`config.mk`:
```
export PLATFORM = sky130hd
export DESIGN_NAME = auto_mode_seq
export DESIGN_NICKNAME = d
export VERILOG_FILES = /design/src/rtl/amseq_pkg.sv /design/src/rtl/amseq_edge.sv /design/src/rtl/amseq_cond.sv /design/src/rtl/amseq_ctrl.sv /design/src/rtl/auto_mode_seq.sv
export SDC_FILE = /design/constraint.sdc
export NUM_CORES = 1
export LEC_CHECK = 0
export ABC_CLOCK_PERIOD_IN_PS = 1900
export BUFFER_PORTS_ARGS = -buffer_cell sky130_fd_sc_hd__buf_4
export CORE_MARGIN = 5
export CORE_UTILIZATION = 25
export DETAILED_ROUTE_END_ITERATION = 12
export SETUP_SLACK_MARGIN = 0.15
export SLEW_MARGIN = 20
export SYNTH_ARGS = -nofsm -noshare
export SYNTH_HDL_FRONTEND = slang
export SYNTH_HIERARCHICAL = 1
export SYNTH_SLANG_ARGS = --single-unit
```
`constraint.sdc`:
```
create_clock -name clk -period 1.9 [get_ports clk]
set_input_delay 0.38 -clock clk [delete_from_list [all_inputs] [get_ports clk]]
set_output_delay 0.38 -clock clk [all_outputs]
set_load 0.01 [all_outputs]
```
`src/rtl/amseq_pkg.sv`:
```
package amseq_pkg;
  localparam int MODE_W = 2;
  localparam int SEL_W  = 3;
  localparam int NSTAT  = 7;

  // status vector bit positions
  localparam int S_FNE  = 0;
  localparam int S_LVL  = 1;
  localparam int S_CRC  = 2;
  localparam int S_PAY  = 3;
  localparam int S_SYNC = 4;
  localparam int S_SENT = 5;
  localparam int S_TMO  = 6;

  typedef enum logic [MODE_W-1:0] {
    MD_SLEEP = 2'b00,
    MD_STBY  = 2'b01,
    MD_RX    = 2'b10,
    MD_TX    = 2'b11
  } mode_e;
endpackage

```
`src/rtl/amseq_edge.sv`:
```
module amseq_edge #(
  parameter int N        = 7,
  parameter int FALL_IDX = 0
) (
  input  logic         clk,
  input  logic         rst,
  input  logic [N-1:0] lvl,
  output logic [N-1:0] rise,
  output logic         fall_one
);
  logic [N-1:0] lvl_q;

  always_ff @(posedge clk) begin
    if (rst) lvl_q <= '0;
    else     lvl_q <= lvl;
  end

  for (genvar g = 0; g < N; g++) begin : g_rise
    assign rise[g] = lvl[g] & ~lvl_q[g];
  end

  assign fall_one = ~lvl[FALL_IDX] & lvl_q[FALL_IDX];
endmodule

```
`src/rtl/amseq_cond.sv`:
```
module amseq_cond
  import amseq_pkg::*;
#(
  parameter int N = NSTAT,
  parameter int W = SEL_W
) (
  input  logic [N-1:0] rise,
  input  logic         fne_fall,
  input  logic [W-1:0] enter_sel,
  input  logic [W-1:0] exit_sel,
  output logic         enter_hit,
  output logic         exit_hit
);
  always_comb begin
    case (enter_sel)
      3'd1:    enter_hit = rise[S_SENT];
      3'd2:    enter_hit = rise[S_LVL];
      3'd3:    enter_hit = rise[S_CRC];
      3'd4:    enter_hit = rise[S_PAY];
      3'd5:    enter_hit = rise[S_SYNC];
      3'd6:    enter_hit = rise[S_FNE];
      3'd7:    enter_hit = fne_fall;
      default: enter_hit = 1'b0;
    endcase
  end

  always_comb begin
    case (exit_sel)
      3'd1:    exit_hit = fne_fall;
      3'd2:    exit_hit = rise[S_LVL]  | rise[S_TMO];
      3'd3:    exit_hit = rise[S_CRC]  | rise[S_TMO];
      3'd4:    exit_hit = rise[S_PAY]  | rise[S_TMO];
      3'd5:    exit_hit = rise[S_SYNC] | rise[S_TMO];
      3'd6:    exit_hit = rise[S_SENT];
      3'd7:    exit_hit = rise[S_TMO];
      default: exit_hit = 1'b0;
    endcase
  end
endmodule

```
`src/rtl/amseq_ctrl.sv`:
```
module amseq_ctrl
  import amseq_pkg::*;
#(
  parameter int MW = MODE_W
) (
  input  logic          clk,
  input  logic          rst,
  input  logic          enabled,
  input  logic          enter_hit,
  input  logic          exit_hit,
  input  logic          final_wr,
  input  logic [MW-1:0] final_in,
  input  logic [MW-1:0] inter_in,
  output logic [MW-1:0] mode_q,
  output logic          active_q
);
  logic [MW-1:0] final_q, final_nx;
  logic          active_nx;

  always_comb begin
    final_nx = final_wr ? final_in : final_q;
    if (!active_q) active_nx = enabled && enter_hit && !final_wr;
    else           active_nx = enabled && !final_wr && !exit_hit;
  end

  always_ff @(posedge clk) begin
    if (rst) begin
      final_q  <= MW'(MD_SLEEP);
      active_q <= 1'b0;
      mode_q   <= MW'(MD_SLEEP);
    end else begin
      final_q  <= final_nx;
      active_q <= active_nx;
      mode_q   <= active_nx ? inter_in : final_nx;
    end
  end
endmodule

```
`src/rtl/auto_mode_seq.sv`:
```
module auto_mode_seq
  import amseq_pkg::*;
#(
  parameter int MW = MODE_W,
  parameter int SW = SEL_W
) (
  input  logic          clk,
  input  logic          rst,
  input  logic [MW-1:0] final_mode,
  input  logic          final_mode_wr,
  input  logic [MW-1:0] inter_mode,
  input  logic [SW-1:0] enter_sel,
  input  logic [SW-1:0] exit_sel,
  input  logic          fifo_not_empty,
  input  logic          fifo_level,
  input  logic          crc_ok,
  input  logic          payload_ready,
  input  logic          sync_addr_match,
  input  logic          packet_sent,
  input  logic          timeout,
  output logic [MW-1:0] mode_out,
  output logic          auto_active
);
  localparam int NS = NSTAT;

  logic [NS-1:0] stat, rise;
  logic          fne_fall, enter_hit, exit_hit, enabled;

  always_comb begin
    stat         = '0;
    stat[S_FNE]  = fifo_not_empty;
    stat[S_LVL]  = fifo_level;
    stat[S_CRC]  = crc_ok;
    stat[S_PAY]  = payload_ready;
    stat[S_SYNC] = sync_addr_match;
    stat[S_SENT] = packet_sent;
    stat[S_TMO]  = timeout;
  end

  assign enabled = (enter_sel != '0) && (exit_sel != '0);

  amseq_edge #(.N(NS), .FALL_IDX(S_FNE)) u_edge (
    .clk(clk), .rst(rst), .lvl(stat), .rise(rise), .fall_one(fne_fall)
  );

  amseq_cond #(.N(NS), .W(SW)) u_cond (
    .rise(rise), .fne_fall(fne_fall), .enter_sel(enter_sel),
    .exit_sel(exit_sel), .enter_hit(enter_hit), .exit_hit(exit_hit)
  );

  amseq_ctrl #(.MW(MW)) u_ctrl (
    .clk(clk), .rst(rst), .enabled(enabled), .enter_hit(enter_hit),
    .exit_hit(exit_hit), .final_wr(final_mode_wr), .final_in(final_mode),
    .inter_in(inter_mode), .mode_q(mode_out), .active_q(auto_active)
  );
endmodule

```
==> out/metrics.csv, run 1 <==
stage,metric,value,unit
run_status,run_status,"finished, final reports clean",
clocking,clock_tree.root_cell,clkbuf_4,
synth,synth.yosys.seq_area_share,38.7,%
synth,post_synth_instance_area,621,um2
power,irDropWorstVdd,313,uV
worst_setup_path,cp-end-kind,flip-flop,
route,detail_route.wl_per_cell,11.4,um
grt,antenna_found_initial,0,
synth,ys.warnings.count,6,
route,first_iter_violations,5,
placement,place_inst,121,
job,number_of_maximum_capacitance_constraint_violations,0,
placement,gpl.final_weighted_congestion,0.787,
min_path,hold_class,in2reg,
timing,report.final.hold_viol_count,0,
clocking,clk_path_buf_depth,2,
layout,final_area,918,um2
synth,edff_count_synth,0,
die,placementRows,18,
route,ant_nets,0,
route,total_number_of_vias,551,
worst_setup_path,critical_path_class,reg2reg,
layout,antenna_cells_inserted,0,
worst_setup_path,crit_path_start_kind,flip-flop,
clocking,h-tree-depth,1,
synth,synth_simple_gate_area_share,30.4,%
placement,placed_area,866,um2
timing,setup_repair_after_global_routing_missed_its_margin,true,
synth,synth_fa_ha_area_share,4.03,%
timing,timing.final.crit_share,90.8,%
synth,syn_area_per_cell,9.55,um2
die,die_w,59.8,um
route,detail_route.vias_per_cell,4.37,
placement,place_worst_setup_slack,-0.0806,ns
grt,number_of_global_route_vias_before_repair,607,
die,die_y,59.8,um
synth,post_synth_mux_area_share,8.47,%
synth,asyncSetResetFlopFracSynth,0,%
grt,gr-total-overflow,0,
synth,synth_seq_cells,12,
synth,complex_gate_fraction_of_the_synthesized_area,15.9,%
die,design.core.area,2430,um2
worst_setup_path,worstPathMaxFanout,3,
timing,maxSlewHeadroom,84.0,%
synth,largest_family_of_logic_cells_by_synthesized_area,simple AND/OR/NAND/NOR gates,
grt,grt_pass1_wl,2550,um
timing,holdWs,0.322,ns
synth,synth-xor-area-share,0,%
timing,final_period_minus_worst_setup_slack,1.73,ns
timing,finClkSkew,0.00203,ns
layout,instances_no_fill,126,
synth,postSynthCellCount,65,
clocking,clock_latency,0.27,ns
route,drt-pass1-iter-count,2,
layout,design.final.nets,119,
clocking,cts_made_buffers,3,
grt,global_route.usage.total,9.64,%
synth,synth.lib_cells_used.distinct,25,
route,post-route-drc-count,0,
timing,timing.final.setup_violations,0,
clocking,clk_pin_slew,0.08,ns
layout,drive_above_1_share,38.5,%
placement,dp.final_hpwl,1170,um
die,die-area,3580,um2
synth,prevailing_post_synth_register_cell,dfxtp_1,
synth,syn-num-nets,87,
die,io_pins,23,
timing,timing.fmax,0.580,GHz
worst_setup_path,worst_case_reg_to_reg_path_depth,6,
timing,slew_viol_final,0,
worst_setup_path,crit_arrival,1.89,ns
min_path,worstHoldPathCells,2,
clocking,clkSinkCount,12,
clocking,cts_tree,done,
grt,largest_net_degree_at_the_start_of_global_routing,11,
timing,finalWorstSetupSlack,0.175,ns
layout,synthToLayoutAreaGrowth,48.0,%
die,initial_core_util,25.5,%
power,pwr_density_cell,659,nW/um2
timing,worstMarginPinSlew,0.240,ns
route,wirelength,1440,um
power,power.static_leakage,0.000426,uW
worst_setup_path,worst_ep_required_time,2.07,ns
placement,port-buffer-count,22,
-- through the flow --
stage               total power [uW]  setup TNS [ns]  utilization, %
global route                     643               0            37.8
global placement                 403         -0.0203            35.6
floorplan                        337               0               -
detailed placement               406          -0.153            35.6
CTS                              614               0            37.1
finish                           605               0            37.8
-- worst max-delay path, stage by stage (launching register included) --
cell     delay (ns)
dfxtp_2        0.32
nor2b_4        0.12
mux4_2         0.45
a21o_1         0.19
and2b_4        0.16
o211a_4        0.23
o22a_1         0.15
-- cells in the final DEF, fill, tap and decap left out --
cell / n
buf_4: 27
nor2b_1: 15
dfxtp_1: 11
nor2_1: 4
inv_1: 4
clkbuf_4: 3
mux2i_1: 3
nand2_1: 3
nor3_1: 2
a211oi_1: 2
o22a_1: 2
clkbuf_8: 1
mux4_2: 1
a21oi_1: 1
a21o_1: 1
and3b_1: 1
nor3b_1: 1
and4bb_1: 1
nand2b_1: 1
a221oi_1: 1
a31oi_1: 1
a22o_1: 1
o211ai_1: 1
ha_4: 1
ha_1: 1
and2b_4: 1
and2b_1: 1
o21ai_1: 1
o211a_4: 1
nor2b_4: 1
dfxtp_2: 1
-- cells by family after synthesis --
kind of cell / Yosys count
AO/OA/AOI/OAI: 12
adder cells (fa/ha/maj): 2
buffers and inverters: 4
flip-flops: 12
multiplexers: 4
AND/OR/NAND/NOR: 31
-- cell type report --
cell class,instances,area [um2]
Clock buffer,4,36.3
Sequential cell,12,241
Timing Repair Buffer,27,203
Tap cell,30,37.5
Multi-Input combinational cell,49,385
Fill cell,256,1510
Inverter,4,15.0
-- path summary, 6_finish.rpt --
path                                                    from                            to  slack, ns
worst max register to register    u_edge/lvl_q[0]$_SDFF_PP0_   u_ctrl/mode_q[0]$_SDFF_PP0_       0.17
worst min register to register  u_ctrl/final_q[0]$_SDFF_PP0_  u_ctrl/final_q[0]$_SDFF_PP0_       0.54
worst min-delay path                                  crc_ok    u_edge/lvl_q[2]$_SDFF_PP0_       0.32
worst max-delay path              u_edge/lvl_q[0]$_SDFF_PP0_   u_ctrl/mode_q[0]$_SDFF_PP0_       0.17
-- Yosys cell counts, drive strengths merged (2+ instances only) --
| library cell | instances | share of area [%] |
|---|---|---|
| nor2b | 16 | 16 |
| ha | 2 | 4.0 |
| a211oi | 2 | 2.4 |
| o22a | 2 | 2.8 |
| mux2i | 3 | 4.8 |
| inv | 4 | 2.4 |
| and2b | 2 | 2.8 |
| dfxtp | 12 | 39 |
| nor3 | 2 | 1.6 |
| nor2 | 4 | 2.4 |
| nand2 | 3 | 1.8 |
-- repair_timing --
action | CTS | global route
resized for setup | 0 | 3
hold buffers | 0 | 0
setup endpoints to repair | 0 | 2
buffers inserted | 0 | 1
endpoints found under the hold margin | 0 | 0
-- power breakdown --
part	switching (uW)	internal (uW)
clock network	87.1	116
registers	4.66	267
logic	51.6	78.0
total	143	462
-- registers in the layout, indices dropped and copies added (netlist names) --
register	cells
u_ctrl/active_q	1
u_ctrl/mode_q	2
u_edge/lvl_q	7
u_ctrl/final_q	2
-- metal layers --
layer / part of all wire (%) / track usage [%]
met5: 0 / 0
met4: 1.7 / 4.75
met3: 4.7 / 2.81
met2: 51 / 16.5
met1: 43 / 10.8
No activity file was read; power rests on OpenSTA's default activity.
==> run 2, diff against run 1 <==
--- a/config.mk
+++ b/config.mk
@@ -9,7 +9,9 @@
 export BUFFER_PORTS_ARGS = -buffer_cell sky130_fd_sc_hd__buf_4
 export CORE_MARGIN = 5
 export CORE_UTILIZATION = 25
+export CTS_BUF_LIST = sky130_fd_sc_hd__clkbuf_4
 export DETAILED_ROUTE_END_ITERATION = 12
+export REMOVE_ABC_BUFFERS = 1
 export SETUP_SLACK_MARGIN = 0.15
 export SLEW_MARGIN = 20
 export SYNTH_ARGS = -nofsm -noshare
==> out/metrics.csv, run 2 (synthesis gave the netlist of run 1 again) <==
stage,metric,value,unit,change
layout,max_reg_flops,7,,unchanged
layout,synthToLayoutAreaGrowth,46.6,%,
timing,timing.final.crit_share,91.8,%,+0.98 points
power,finalPower,566,uW,-6.4%
die,design.core.area,2430,um2,unchanged
worst_setup_path,worstPathMaxFanout,3,,unchanged
clocking,h-tree-depth,1,,unchanged
route,ant_nets,0,,unchanged
die,placementRows,18,,unchanged
layout,layout_common_cells,"buf_4 (28), nor2b_1 (14), dfxtp_1 (11), nor2_1 (4), inv_1 (4)",,
worst_setup_path,cp-end-kind,flip-flop,,
worst_setup_path,worst_ep_required_time,2.06,ns,about the same
placement,dp.final_hpwl,1190,um,+1.4%
placement,port-buffer-count,22,,unchanged
clocking,clk_path_buf_depth,2,,unchanged
placement,placed_area,861,um2,-0.58%
power,irDropWorstVdd,216,uV,-31%
layout,postLayoutCoreUtil,37.4,%,-0.36 points
route,first_iter_violations,3,,-2
grt,number_of_global_route_vias_before_repair,593,,-2.3%
timing,maxSlewHeadroom,84.4,%,+0.39 points
timing,report.final.hold_viol_count,0,,unchanged
worst_setup_path,crit_path_start_kind,flip-flop,,
power,pwr_density_cell,622,nW/um2,-5.5%
die,io_pins,23,,unchanged
clocking,clock_latency,0.28,ns,about the same
layout,design.final.nets,120,,+0.84%
grt,largest_net_degree_at_the_start_of_global_routing,11,,unchanged
route,wirelength,1480,um,+2.9%
die,die-area,3580,um2,unchanged
clocking,clock_tree.root_cell,clkbuf_4,,
layout,max_flop_register,u_edge/lvl_q,,
clocking,cts_made_buffers,3,,unchanged
layout,drive_above_1_share,39.2,%,+0.63 points
job,number_of_maximum_capacitance_constraint_violations,0,,unchanged
layout,most_common_cell_after_layout_fill_and_taps_aside,buf_4,,
clocking,clk_pin_slew,0.08,ns,about the same
power,power.static_leakage,0.000426,uW,about the same
timing,timing.final.setup_violations,0,,unchanged
die,initial_core_util,25.5,%,unchanged
run_status,run_status,"finished, final reports clean",,
route,detail_route.wl_per_cell,11.6,um,+2.1%
placement,gpl.final_weighted_congestion,0.717,,-8.9%
grt,grt_pass1_wl,2410,um,-5.7%
clocking,cts_hold_buffers,0,,unchanged
clocking,clkSinkCount,12,,unchanged
worst_setup_path,crit_arrival,1.91,ns,+0.02 ns
grt,antenna_found_initial,0,,unchanged
die,die_y,59.8,um,unchanged
die,die_w,59.8,um,unchanged
route,post-route-drc-count,0,,unchanged
route,detail_route.vias_per_cell,4.51,,+3.2%
timing,finClkSkew,0.00500,ns,+0.00297 ns
timing,setup_repair_after_global_routing_missed_its_margin,true,,
timing,final_period_minus_worst_setup_slack,1.74,ns,+0.0186 ns
grt,global_route.usage.total,9.42,%,-0.22 points
layout,largest_registers,"u_edge/lvl_q: 7 flops, u_ctrl/final_q: 2 flops, u_ctrl/mode_q: 2 flops",,
min_path,hold_class,in2reg,,
route,drt-pass1-iter-count,4,,+2
timing,timing.fmax,0.573,GHz,-1.1%
timing,worstMarginPinSlew,0.232,ns,-0.00725 ns
route,total_number_of_vias,573,,+4.0%
grt,gr-total-overflow,0,,unchanged
layout,antenna_cells_inserted,0,,unchanged
timing,slew_viol_final,0,,unchanged
clocking,cts_tree,done,,
layout,final_area,910,um2,-0.95%
worst_setup_path,critical_path_class,reg2reg,,
-- run 2: cell type report --
| class | instances | area [um2] |
|---|---|---|
| clock buffers | 3 | 22.5 |
| clock inverters | 1 | 3.75 |
| fillers | 256 | 1520 |
| inverters | 4 | 15.0 |
| multi-input cells | 49 | 379 |
| flip-flops and latches | 12 | 241 |
| well taps | 30 | 37.5 |
| repair buffers | 28 | 210 |
-- run 2: critical path, cell delays in order (launching register included) --
cell	delay [ns]
dfxtp_2	0.32
nor2b_4	0.12
mux4_2	0.45
a21o_1	0.19
and2b_4	0.17
o211a_4	0.23
o22a_1	0.16
-- run 2: report_power, final --
group	switching [uW]	leakage, uW	internal (uW)
clock network	85.4	0.0000154	76.1
registers	4.74	0.0000999	267
logic	53.1	0.000310	79.6
-- run 2: final timing paths --
check | from | endpoint | slack (ns) | cells past startpoint
max | u_edge/lvl_q[0]$_SDFF_PP0_ | u_ctrl/mode_q[1]$_SDFF_PP0_ | 0.16 | 6
min | timeout | u_edge/lvl_q[6]$_SDFF_PP0_ | 0.32 | 2
max reg2reg | u_edge/lvl_q[0]$_SDFF_PP0_ | u_ctrl/mode_q[1]$_SDFF_PP0_ | 0.16 | 6
min reg2reg | u_ctrl/final_q[1]$_SDFF_PP0_ | u_ctrl/final_q[1]$_SDFF_PP0_ | 0.53 | 2
-- run 2: timing repair --
item | 4_1_cts | 5_1_grt
pin swaps | 6 | 2
buffers inserted | 0 | 1
endpoints found under the setup margin | 2 | 2
hold endpoints to repair | 0 | 0
gates resized for setup | 4 | 2
-- run 2: metal layers --
| metal | up-vias | track usage [%] | wire length [um] |
|---|---|---|---|
| li1 | 294 | - | - |
| met1 | 262 | 9.08 | 586 |
| met2 | 12 | 16.5 | 756 |
| met3 | 5 | 1.30 | 73 |
| met4 | 0 | 9.49 | 61 |
| met5 | - | 0 | 0 |
-- run 2: stage by stage --
| stage | hold slack [ns] | std cells | setup slack [ns] | TNS, ns |
|---|---|---|---|---|
| 4_1_cts | 0.306 | 126 | 0.153 | 0 |
| 3_3_place_gp | 0.521 | 122 | -0.123 | -0.241 |
| 5_1_grt | 0.319 | 127 | 0.0984 | 0 |
| 3_5_place_dp | 0.520 | 122 | -0.186 | -0.364 |
| 2_1_floorplan | 0.452 | 65 | 0.0494 | 0 |
| 6_report | 0.315 | 127 | 0.156 | 0 |
==> run 3, diff against run 2 <==
--- a/config.mk
+++ b/config.mk
@@ -5,9 +5,9 @@
 export SDC_FILE = /design/constraint.sdc
 export NUM_CORES = 1
 export LEC_CHECK = 0
-export ABC_CLOCK_PERIOD_IN_PS = 1900
+export ABC_CLOCK_PERIOD_IN_PS = 1800
 export BUFFER_PORTS_ARGS = -buffer_cell sky130_fd_sc_hd__buf_4
-export CORE_MARGIN = 5
+export CORE_MARGIN = 1
 export CORE_UTILIZATION = 25
 export CTS_BUF_LIST = sky130_fd_sc_hd__clkbuf_4
 export DETAILED_ROUTE_END_ITERATION = 12
@@ -16,5 +16,4 @@
 export SLEW_MARGIN = 20
 export SYNTH_ARGS = -nofsm -noshare
 export SYNTH_HDL_FRONTEND = slang
-export SYNTH_HIERARCHICAL = 1
 export SYNTH_SLANG_ARGS = --single-unit
==> constraint.sdc (replaced) <==
create_clock -name clk -period 1.8 [get_ports clk]
set_input_delay 0.36 -clock clk [delete_from_list [all_inputs] [get_ports clk]]
set_output_delay 0.36 -clock clk [all_outputs]
set_load 0.01 [all_outputs]
==> out/metrics.csv, run 3 <==
stage,metric,value,unit,change
clocking,clk_pin_slew,0.08,ns,about the same
clocking,cts_setup_buffers,0,,unchanged
synth,postSynthCellCount,60,,-7.7%
run_status,run_status,"finished, final reports clean",,
timing,finalWorstSetupSlack,0.301,ns,+0.145 ns
power,switching_share,25.0,%,-0.31 points
timing,finClkSkew,0.00553,ns,+0.000533 ns
die,design.core.area,2020,um2,-17%
min_path,hold_class,in2reg,,
layout,design.final.nets,107,,-11%
layout,largest_registers,"u_edge.lvl_q: 7 flops, u_ctrl.final_q: 2 flops, u_ctrl.mode_q: 2 flops",,
layout,synthToLayoutAreaGrowth,40.7,%,
layout,instances_no_fill,113,,-11%
timing,final_period_minus_worst_setup_slack,1.50,ns,-0.245 ns
synth,synth-xor-area-share,0,%,unchanged
clocking,cts_hold_buffers,0,,unchanged
clocking,clkSinkCount,12,,unchanged
synth,syn_area_per_cell,9.22,um2,-3.5%
placement,gpl.final_weighted_congestion,0.814,,+14%
synth,ys_top_cells_by_area,"dfxtp_1 (43%), nor2b_1 (12%), inv_1 (4.1%)",,
worst_setup_path,crit_path_start_kind,flip-flop,,
job,number_of_maximum_capacitance_constraint_violations,0,,unchanged
clocking,h-tree-depth,1,,unchanged
route,detail_route.vias_per_cell,4.59,,+1.8%
timing,timing.fmax,0.667,GHz,+16%
clocking,cts_made_buffers,3,,unchanged
timing,slew_viol_final,0,,unchanged
grt,antenna_found_initial,0,,unchanged
synth,synth.lib_cells_used.distinct,25,,unchanged
route,wirelength,1230,um,-17%
route,post-route-drc-count,0,,unchanged
layout,fill_cells,215,,-16%
grt,gr-total-overflow,0,,unchanged
synth,edff_count_synth,0,,unchanged
timing,setup_repair_after_global_routing_missed_its_margin,false,,
route,detail_route.wl_per_cell,10.8,um,-6.8%
synth,synth_seq_cells,12,,unchanged
power,pwr-share-comb,19.1,%,-4.3 points
worst_setup_path,crit_arrival,1.71,ns,-0.20 ns
route,met2RoutedLength,525,um,-31%
route,route.layer.met1.wl,564,um,-3.8%
synth,synth.yosys.seq_area_share,43.4,%,+4.7 points
power,irDropWorstVdd,388,uV,+80%
worst_setup_path,worstPathMaxFanout,3,,unchanged
route,total_number_of_vias,519,,-9.4%
grt,grt_pass1_wl,2230,um,-7.5%
route,met3_wirelength,120,um,+64%
synth,complex_gate_fraction_of_the_synthesized_area,14.7,%,-1.2 points
synth,synth_simple_gate_area_share,30.1,%,-0.35 points
clocking,cts_tree,done,,
layout,drive_above_1_share,33.7,%,-5.5 points
power,power_frac_seq,50.4,%,+2.4 points
synth,synth.most_common_cell,dfxtp_1,,
route,drt-pass1-iter-count,4,,unchanged
worst_setup_path,worst_setup_path_startpoint,u_edge.lvl_q[4]$_SDFF_PP0_,,
die,die_w,49.0,um,-18%
timing,maxSlewHeadroom,71.2,%,-13 points
synth,ys.warnings.count,0,,-6
synth,synth.top_cell.area_share,43.4,%,+4.7 points
synth,post_synth_mux_area_share,7.69,%,-0.78 points
grt,number_of_global_route_vias_before_repair,511,,-14%
worst_setup_path,cp-end-kind,flip-flop,,
layout,max_flop_register,u_edge.lvl_q,,
worst_setup_path,worst_ep_required_time,2.01,ns,-0.05 ns
worst_setup_path,timing.rr.start,u_edge.lvl_q[4]$_SDFF_PP0_,,
power,power.static_leakage,0.000374,uW,-12%
timing,timing.final.crit_share,83.3,%,-8.5 points
worst_setup_path,critical-path-max-stage-delay,0.40,ns,-0.05 ns
synth,yosys.area.top_type,dfxtp_1,,
clocking,clk_path_buf_depth,2,,unchanged
clocking,clock_latency,0.27,ns,about the same
route,first_iter_violations,5,,+2
die,io_pins,23,,unchanged
timing,timing.final.setup_violations,0,,unchanged
min_path,timing.hold.worst.start,fifo_not_empty,,
timing,setup_tns,0,ns,unchanged
synth,prevailing_post_synth_register_cell,dfxtp_1,,
power,power.switching,142,uW,-0.73%
synth,largest_family_of_logic_cells_by_synthesized_area,simple AND/OR/NAND/NOR gates,,
grt,global_route.usage.total,12.5,%,+3.0 points
worst_setup_path,timing.critical_path.cells,nand2b_1 -> a21oi_1 -> a2111oi_0 -> o31a_1 -> nand3b_1 -> a2bb2oi_1,,
layout,antenna_cells_inserted,0,,unchanged
route,ant_nets,0,,unchanged
die,placementRows,16,,-2
worst_setup_path,critical_path_class,reg2reg,,
synth,synth_top_cells_by_count,"dfxtp_1 (12), nor2b_1 (11), inv_1 (6)",,
placement,place_inst,109,,-11%
placement,dp.final_hpwl,961,um,-19%
placement,port-buffer-count,22,,unchanged
timing,report.final.hold_viol_count,0,,unchanged
die,initial_core_util,27.4,%,+1.8 points
placement,place_worst_setup_slack,0.149,ns,+0.335 ns
synth,post_synth_instance_area,553,um2,-11%
layout,most_common_cell_after_layout_fill_and_taps_aside,buf_4,,
synth,asyncSetResetFlopFracSynth,0,%,unchanged
layout,layout_common_cells,"buf_4 (22), dfxtp_1 (12), nor2b_1 (11), inv_1 (6), nor3_1 (4)",,
grt,largest_net_degree_at_the_start_of_global_routing,11,,unchanged
synth,synth_fa_ha_area_share,0,%,-4.0 points
timing,worstMarginPinSlew,0.421,ns,+0.188 ns
power,clockPowerShare,30.5,%,+2.0 points
power,pwr_density_cell,731,nW/um2,+17%
route,topRoutingLayerUsed,met4,,
die,die_y,49.0,um,-18%
die,die-area,2400,um2,-33%
power,internal_power,427,uW,+0.90%
layout,max_reg_flops,7,,unchanged
worst_setup_path,critPathSlowestCell,a2111oi_0,,
clocking,clock_tree.root_cell,clkbuf_4,,
clocking,post_cts.resized_instances,0,,-4
==> run 3: power by group through the flow <==
stage	Clock (uW)	Combinational [uW]	Sequential (uW)
finish	174	109	287
floorplan	0	48.0	295
global placement	0	108	293
detailed placement	0	109	293
global route	194	122	289
CTS	182	110	287
==> run 3: per-layer routing <==
| layer | track usage (%) | up-vias |
|---|---|---|
| met5 | 0 | - |
| met4 | 4.41 | 0 |
| met3 | 5.61 | 4 |
| met2 | 19.0 | 30 |
| met1 | 15.4 | 225 |
| li1 | - | 260 |
==> run 3: critical path: cells and delay by family (launching register included) <==
| family | cells | cell delay, ns |
|---|---|---|
| flip-flops | 1 | 0.32 |
| AND/OR/NAND/NOR | 2 | 0.24 |
| AO/OA/AOI/OAI | 4 | 0.87 |
==> run 3: area by class of cell <==
cell class	instances	area (um2)	area share, %
clock inverter	1	3.75	0.482
inverter	6	22.5	2.89
clock buffer	3	22.5	2.89
multi-input combinational	42	290	37.3
tap	27	33.8	4.34
timing repair buffer	22	165	21.2
sequential	12	240	30.9
==> run 3: stage by stage <==
step | hold slack (ns) | utilization [%] | instance area (um2) | power, uW
finish | 0.306 | 38.5 | 778 | 569
global route | 0.310 | 38.5 | 778 | 606
floorplan | 0.427 | - | 553 | 343
CTS | 0.300 | 38.5 | 778 | 579
global placement | 0.582 | 37.2 | 752 | 402
detailed placement | 0.588 | 37.2 | 752 | 403
==> run 3: worst paths after layout <==
kind / endpoint / slack [ns] / cells after the start
hold reg to reg: u_ctrl.final_q[0]$_SDFF_PP0_ / 0.59 / 3
setup / recovery: u_ctrl.mode_q[1]$_SDFF_PP0_ / 0.30 / 6
hold / removal: u_edge.lvl_q[0]$_SDFF_PP0_ / 0.31 / 2
setup reg to reg: u_ctrl.mode_q[1]$_SDFF_PP0_ / 0.30 / 6
==> run 3: logic make-up after synthesis <==
group	count (synthesis)
AND/OR/NAND/NOR	28
flip-flops	12
AO/OA/AOI/OAI	11
buffers and inverters	6
multiplexers	3
